File: src/rtl/stk_pkg.sv
package stk_pkg;

    typedef enum logic [1:0] {
        OP_NONE  = 2'b00,
        OP_LOAD  = 2'b01,
        OP_STORE = 2'b10,
        OP_ADD   = 2'b11
    } stk_op_e;

    typedef enum logic [1:0] {
        ST_IDLE  = 2'b00,
        ST_READ  = 2'b01,
        ST_WRITE = 2'b10
    } stk_state_e;

    // Operation request from the sequencer to the storage.
    typedef struct packed {
        logic push;
        logic pop;
        logic fold;
    } stk_cmd_t;

    // Modulo addition; carry out is discarded by the result width.
    function automatic logic [31:0] wrap_add(input logic [31:0] a,
                                             input logic [31:0] b);
        return a + b;
    endfunction

endpackage

File: src/rtl/stk_lifo.sv
module stk_lifo
    import stk_pkg::*;
#(
    parameter int DATA_W = 16,
    parameter int DEPTH  = 8,
    localparam int CNT_W = $clog2(DEPTH + 1),
    localparam int IDX_W = (DEPTH > 1) ? $clog2(DEPTH) : 1
) (
    input  logic              clk,
    input  logic              rst,
    input  stk_cmd_t          cmd,
    input  logic [DATA_W-1:0] push_val,
    output logic [CNT_W-1:0]  count,
    output logic [DATA_W-1:0] top,
    output logic [DATA_W-1:0] second
);

    logic [DATA_W-1:0] slots [DEPTH];
    logic [IDX_W-1:0]  top_idx;
    logic [IDX_W-1:0]  sec_idx;
    logic [IDX_W-1:0]  free_idx;
    logic [31:0]       sum_w;

    assign top_idx  = IDX_W'(count - CNT_W'(1));
    assign sec_idx  = IDX_W'(count - CNT_W'(2));
    assign free_idx = IDX_W'(count);

    assign top    = (count == '0)        ? '0 : slots[top_idx];
    assign second = (count < CNT_W'(2)) ? '0 : slots[sec_idx];
    assign sum_w  = wrap_add(32'(top), 32'(second));

    always_ff @(posedge clk) begin
        if (rst) begin
            count <= '0;
            for (int i = 0; i < DEPTH; i++) slots[i] <= '0;
        end else if (cmd.push) begin
            slots[free_idx] <= push_val;
            count           <= count + CNT_W'(1);
        end else if (cmd.pop) begin
            count <= count - CNT_W'(1);
        end else if (cmd.fold) begin
            slots[sec_idx] <= sum_w[DATA_W-1:0];
            count          <= count - CNT_W'(1);
        end
    end

endmodule

File: src/rtl/stk_ctrl.sv
module stk_ctrl
    import stk_pkg::*;
#(
    parameter int DATA_W = 16,
    parameter int ADDR_W = 12,
    parameter int DEPTH  = 8,
    localparam int CNT_W = $clog2(DEPTH + 1)
) (
    input  logic              clk,
    input  logic              rst,
    input  logic              instr_valid,
    input  logic [1:0]        instr_op,
    input  logic [ADDR_W-1:0] instr_addr,
    output logic              instr_ready,
    input  logic [CNT_W-1:0]  count,
    input  logic [DATA_W-1:0] top,
    output stk_cmd_t          cmd,
    output logic [ADDR_W-1:0] mem_addr,
    output logic              mem_rd_en,
    output logic              mem_wr_en,
    output logic [DATA_W-1:0] mem_wr_data,
    output logic              done,
    output logic              err
);

    stk_state_e        state;
    logic [ADDR_W-1:0] addr_q;
    logic              accept;
    logic              is_full;
    logic              load_ok;
    logic              store_ok;
    logic              add_ok;
    logic              bad;
    stk_op_e           op;

    assign op          = stk_op_e'(instr_op);
    assign instr_ready = (state == ST_IDLE);
    assign accept      = instr_valid && instr_ready;
    assign is_full     = (count == CNT_W'(DEPTH));

    assign load_ok  = accept && (op == OP_LOAD)  && !is_full;
    assign store_ok = accept && (op == OP_STORE) && (count != '0);
    assign add_ok   = accept && (op == OP_ADD)   && (count >= CNT_W'(2));
    assign bad      = accept && (op != OP_NONE) && !load_ok && !store_ok && !add_ok;

    assign mem_rd_en   = load_ok;
    assign mem_wr_en   = (state == ST_WRITE);
    assign mem_addr    = (state == ST_IDLE) ? instr_addr : addr_q;
    assign mem_wr_data = top;

    always_comb begin
        cmd      = '0;
        cmd.push = (state == ST_READ);
        cmd.pop  = (state == ST_WRITE);
        cmd.fold = add_ok;
    end

    always_ff @(posedge clk) begin
        if (rst) begin
            state  <= ST_IDLE;
            addr_q <= '0;
            done   <= 1'b0;
            err    <= 1'b0;
        end else begin
            done <= add_ok || bad || (state != ST_IDLE);
            err  <= bad;
            unique case (state)
                ST_IDLE: begin
                    if (load_ok) begin
                        state <= ST_READ;
                    end else if (store_ok) begin
                        state  <= ST_WRITE;
                        addr_q <= instr_addr;
                    end
                end
                ST_READ:  state <= ST_IDLE;
                ST_WRITE: state <= ST_IDLE;
                default:  state <= ST_IDLE;
            endcase
        end
    end

endmodule

File: src/rtl/stack_core.sv
module stack_core
    import stk_pkg::*;
#(
    parameter int DATA_W = 16,
    parameter int ADDR_W = 12,
    parameter int DEPTH  = 8,
    localparam int CNT_W = $clog2(DEPTH + 1)
) (
    input  logic              clk,
    input  logic              rst,
    input  logic              instr_valid,
    input  logic [1:0]        instr_op,
    input  logic [ADDR_W-1:0] instr_addr,
    output logic              instr_ready,
    output logic [ADDR_W-1:0] mem_addr,
    output logic              mem_rd_en,
    input  logic [DATA_W-1:0] mem_rd_data,
    output logic              mem_wr_en,
    output logic [DATA_W-1:0] mem_wr_data,
    output logic              done,
    output logic              err,
    output logic [CNT_W-1:0]  depth_cnt,
    output logic [DATA_W-1:0] tos_data
);

    stk_cmd_t          cmd;
    logic [DATA_W-1:0] second;

    stk_ctrl #(.DATA_W(DATA_W), .ADDR_W(ADDR_W), .DEPTH(DEPTH)) u_ctrl (
        .clk         (clk),
        .rst         (rst),
        .instr_valid (instr_valid),
        .instr_op    (instr_op),
        .instr_addr  (instr_addr),
        .instr_ready (instr_ready),
        .count       (depth_cnt),
        .top         (tos_data),
        .cmd         (cmd),
        .mem_addr    (mem_addr),
        .mem_rd_en   (mem_rd_en),
        .mem_wr_en   (mem_wr_en),
        .mem_wr_data (mem_wr_data),
        .done        (done),
        .err         (err)
    );

    stk_lifo #(.DATA_W(DATA_W), .DEPTH(DEPTH)) u_lifo (
        .clk      (clk),
        .rst      (rst),
        .cmd      (cmd),
        .push_val (mem_rd_data),
        .count    (depth_cnt),
        .top      (tos_data),
        .second   (second)
    );

endmodule

File: config.mk
export PLATFORM = sky130hd
export DESIGN_NAME = stack_core
export DESIGN_NICKNAME = d
export VERILOG_FILES = /design/src/rtl/stk_pkg.sv /design/src/rtl/stk_lifo.sv /design/src/rtl/stk_ctrl.sv /design/src/rtl/stack_core.sv
export SDC_FILE = /design/constraint.sdc
export NUM_CORES = 1
export LEC_CHECK = 0
export BUFFER_PORTS_ARGS = -buffer_cell sky130_fd_sc_hd__buf_2
export CAP_MARGIN = 15
export CORE_AREA = 2 2 143 145
export DETAILED_ROUTE_END_ITERATION = 16
export DIE_AREA = 0 0 145 147
export GPL_TIMING_DRIVEN = 0
export PLACE_DENSITY = 0.61
export SYNTH_ARGS = -nofsm -noshare
export SYNTH_HDL_FRONTEND = slang
export SYNTH_SLANG_ARGS = --single-unit
File: constraint.sdc
create_clock -name clk -period 6.21 [get_ports clk]
set_clock_uncertainty 0.2 [all_clocks]
set_input_delay 1.242 -clock clk [delete_from_list [all_inputs] [get_ports clk]]
set_output_delay 1.242 -clock clk [all_outputs]
set_load 0.02 [all_outputs]
# [Yosys cells after proc, flatten, opt, wreduce, memory -nomap -nowiden]
# Memory sizes are Yosys's and may differ from the RTL's.
# Cells that the tools add are included.
[op_classes] bitwise=2 order_cmp=2 n_eq_ne=6 muxes=24 addsub=4 reduce_logical=29
[op_table] operator="$mux 16" count=4
[op_table] operator="$reduce_or 16->1" count=2
[op_table] operator="$add 16x16->16" count=1
[op_table] operator="$mux 1" count=14
[op_table] operator="$mux 12" count=1
[op_table] operator="$mux 4" count=3
[op_table] operator="$logic_and 1x1->1" count=11
[op_table] operator="$eq 2x2->1 const B" count=3
[op_table] operator="$mux 3" count=2
[op_table] operator="$reduce_bool 2->1" count=3
[op_table] operator="$add 4x1->4 const B" count=1
[op_table] operator="$eq 2x1->1 const B" count=2
[op_table] operator="$eq 4x4->1 const B" count=1
[op_table] operator="$ge 4x2->1 const B" count=1
[op_table] operator="$logic_not 1->1" count=4
[op_table] operator="$logic_not 4->1" count=1
[op_table] operator="$lt 4x2->1 const B" count=1
[op_table] operator="$reduce_bool 4->1" count=1
[op_table] operator="$sub 4x1->4 const B" count=1
[op_table] operator="$reduce_and 3->1" count=1
[op_table] operator="$reduce_bool 3->1" count=1
[op_table] operator="$reduce_or 3->1" count=1
[op_table] operator="$sub 3x2->3 const B" count=1
[op_table] operator="$logic_not 2->1" count=1
[op_table] operator="other kinds (3)" count=5
[word_totals] register_bits=20 elab_cells=74 ramBits=128 memories=1 in_bits=33
[memory_table] memory="u_lifo.slots" depth=8 word_bits=16 read_ports=2 rd_clocked_by_memory_dff=0 wr=8 line_no="stk_lifo.sv:18" text="logic [DATA_W-1:0] slots [DEPTH];"

# [Logic depth before layout (Yosys ltp)]
[depth] depth_word=11 depth_mapped=19 ltp_nobuf=14

# [Modules after synthesis]
# Synthesis repeated with hierarchy kept, for this count alone.
[unflattened] hier_cells=743 area_unflattened_um2=8793.4
[by_module_without_submodules] module="stk_lifo" seq_area_each_um2=3923.8 area_per_inst_um2=7729.9 instances=1 cells_each=631
[by_module_without_submodules] module="stk_ctrl" seq_area_each_um2=320.3 area_per_inst_um2=1063.5 instances=1 cells_each=112

# [Worst setup path before layout]
# OpenSTA, ideal clock, no wires.
[synth_path] path_type="reg-to-reg" startpoint="reg u_lifo.count[0]" endpoint="mem u_lifo.slots[0][14] (data pin)" stages_incl_launch_ff=20 n_path_buf=5 t_arrival_ns=4.867 setup_time_ns=0.271 t_required_ns=5.739 synth_period_minus_slack_ns=5.338 path_slack_ns=0.872 path_cell_list="dfxtp_1 -> buf_2 -> buf_2 -> buf_2 -> clkinv_1 -> ha_1 -> clkbuf_1 -> clkbuf_1 -> mux4_2 -> nand2_1 -> a21oi_1 -> ha_1 -> inv_1 -> fa_1 -> nand2b_1 -> a21oi_1 -> o31ai_1 -> and4_1 -> a2111oi_4 -> nor2_1"
[synth_lines] element="from (decl)" line_no="stk_lifo.sv:13" text="output logic [CNT_W-1:0] count,"
[synth_lines] element="from (signal assigned)" line_no="stk_lifo.sv:38" text="count <= count + CNT_W'(1);"
[synth_lines] element="from (signal assigned)" line_no="stk_lifo.sv:40" text="count <= count - CNT_W'(1);"
[synth_lines] element="from (signal assigned)" line_no="stk_lifo.sv:43" text="count <= count - CNT_W'(1);"
[synth_lines] element="to (decl)" line_no="stk_lifo.sv:18"

==> flow_summary.ini <==
[status]
outcome = finished clean

[worst_setup_path]
r2r_cells = 17
cp_slowest_cell = a32oi_1
r2r_slack_ps = 440
crit_family = buffers and inverters
arrival_ps = 5720
cp-start-kind = flip-flop
r2r_start = u_lifo.count[0]
crit_path_max_fanout = 10
crit_buf_inv = 6
critical-path-max-stage-delay_ps = 510
r2r_end = u_lifo.slots[1][15]
endpoint_kind = flip-flop
crit_chain = buf_2 -> clkbuf_4 -> buf_2 -> clkinv_1 -> ha_2 -> clkbuf_2 -> mux4_2 -> nand2_1 -> a21o_1 -> inv_1 -> ha_1 -> a21o_1 -> nand4_1 -> a32oi_1 -> a31oi_1 -> xnor2_2 -> a211oi_1
crit_type = flip-flop to flip-flop
crit_required_ps = 6150

[floorplanning]
dieArea_um2 = 21300
rows = 52
core_um2 = 19800
fp.dieW_um = 145
die_h_um = 147
start_util = 0.442
num_io_pins = 86

[yosys]
synth_cell_types = 59
synth.top_cell.area_share = 0.438
synth_top_area_cell = edfxtp_1
ys_ff_latch = 148
synthCells = 749
synth-edff-count = 128
syn-num-nets = 804
yosysSeqAreaShare = 0.484
synth_area_um2 = 8770
ys.flop_type = edfxtp_1
async_flop_share = 0
yosys-top-cells-area = edfxtp_1 44%, mux4_2 16%, nor2_1 6.6%
synth_warnings = 0
syn_area_per_cell_um2 = 11.7

[sta]
rsz0062_at_grt = no
fin_tns_setup_ps = 0
post-route-period-util = 0.930
max_freq_ghz = 0.173
layout_setup_ws_ps = 437
worstMarginPinSlew_ps = 1050
period_needed_ps = 5770
hold_viol_final = 0
relSlewSlack = 0.279
setup_violations = 0
finalMaxSlewViolations = 0

[layout]
drive_gt1_frac = 0.284
antenna_cells = 0
area_growth_pct = 15.4
utilization = 0.510
nets = 909
layout_common_cells = 155 x nor2_1, 128 x edfxtp_1, 96 x buf_2, 91 x nand2_1, 64 x mux4_2
final_common_cell = nor2_1
nFillCells = 1777

[grt]
antenna_found_initial = 0
grt_pass1_wl_um = 36400
overflow = 0
grt.total_usage = 0.228
grt_max_degree = 17
grt_pass1_vias = 6331

[placement]
place_ws_ps = -330
dpl.hpwl_um = 16900
port_buffers = 85
place.gp.congestion = 0.854

[min_path]
hp-class = flip-flop to flip-flop
min_delay_path_depth = 2
hold_end = u_ctrl.addr_q[0]
hold_start = u_ctrl.addr_q[0]

[cts]
h-tree-depth = 4
ctsRootBufferMaster = clkbuf_16
numCtsBuffers = 17
clkLatencyLatePin_ps = 430
clk_pin_slew_worst_paths_ps = 50
hold_buffers = 0
cts_sinks = 148
clockBufferDepth = 2
cts_tree = built

[detailed_routing]
final_antenna_net_count = 0
drt-initial-drc-count = 783
drc_errors = 0
finalWirelength_um = 23700
dr_total_vias = 6411
drt-pass1-iter-count = 5
wire_per_inst_um = 20.9
post_drt_via_cell_ratio = 5.65

[power]
powerDensity_nw_per_um2 = 287
ir_worst_vdd_mv = 0.179
p_leak_uw = 0.00391
report.power.total_uw = 2900

[job]
drv_cap = 0
cells in the mapped netlist (3+ instances only):
| library cell | n |
|---|---|
| nor2_1 | 155 |
| edfxtp_1 | 128 |
| nand2_1 | 91 |
| mux4_2 | 64 |
| a21oi_1 | 46 |
| clkbuf_1 | 27 |
| ha_1 | 21 |
| buf_4 | 20 |
| dfxtp_1 | 20 |
| mux2i_1 | 17 |
| inv_1 | 13 |
| mux2_2 | 12 |
| a211oi_1 | 11 |
| buf_2 | 11 |
| nand2b_1 | 11 |
| o21ai_0 | 10 |
| xor2_1 | 8 |
| a21o_1 | 5 |
| a32oi_1 | 5 |
| and4_1 | 5 |
| xnor2_1 | 5 |
| nand3_1 | 4 |
| nor2b_1 | 4 |
| a21oi_2 | 3 |
| and2_1 | 3 |
| clkinv_1 | 3 |
| nand4_1 | 3 |
| nor3_1 | 3 |
| o31ai_1 | 3 |
logic make-up after synthesis:
kind of cell    synth area share
compound gates            0.0843
xor+xnor                  0.0148
fa+ha+maj                 0.0322
buf+inv                   0.0448
flops                      0.484
mux                        0.201
simple gates               0.139
routing by layer:
layer / wire length [um] / track usage / part of all wire / vias to the layer above
met5: 0 / 0 / 0 / -
met4: 398 / 0.0663 / 0.017 / 0
met3: 1850 / 0.0519 / 0.078 / 25
met2: 11400 / 0.368 / 0.48 / 264
met1: 10000 / 0.313 / 0.42 / 3157
li1: - / - / - / 2965
stage by stage:
step	hold WS, ps	area (um^2)	cells
after floorplan	259	8770	749
after global placement	274	9540	1104
after detailed placement	285	9540	1104
after CTS	300	10100	1134
after global routing	330	10100	1134
final	289	10100	1134
power by group:
group	switching, uW	total [uW]	internal [uW]
clock network	371	905	534
logic	509	824	315
registers	27.6	1170	1140
worst min-delay path, cell delays in order (launching register included):
cell and delay (ps):
dfxtp_1 320, mux2i_1 60, nor2_1 70
what timing repair did:
action                     in CTS  in global routing
pin swaps                       1                  1
setup endpoints to repair      65                 88
resized for setup               6                 12
setup buffers                   1                  1
gates cloned                    0                  0
flip-flops by register name, indices dropped and copies added (netlist names):
signal and cells:
u_ctrl.state 2, u_lifo.count 4, u_lifo.slots 128, u_ctrl.done 1, u_ctrl.addr_q 12, u_ctrl.err 1
layout make-up:
type,instances,area (um^2),area share
sequential,148,4240,0.419
multi-input combinational,524,4180,0.413
inverter,16,60.1,0.00593
buffer,60,340,0.0336
timing repair buffer,87,453,0.0447
clock buffer,20,437,0.0431
tap,270,338,0.0334
clock inverter,9,66.3,0.00655
worst max-delay path by stage:
stage | cells after the start | startpoint | endpoint | slack [ps]
after floorplan | 19 | u_lifo.count[0] | u_lifo.slots[0][14] | 870
after global placement | 19 | u_lifo.count[0] | u_lifo.slots[2][8] | -280
after detailed placement | 19 | u_lifo.count[0] | u_lifo.slots[5][10] | -330
after CTS | 20 | u_lifo.count[0] | u_lifo.slots[5][14] | 50
after global routing | 19 | u_lifo.count[0] | u_lifo.slots[5][14] | 30
final | 17 | u_lifo.count[0] | u_lifo.slots[1][15] | 440
Power figures use the tool's default switching activity.
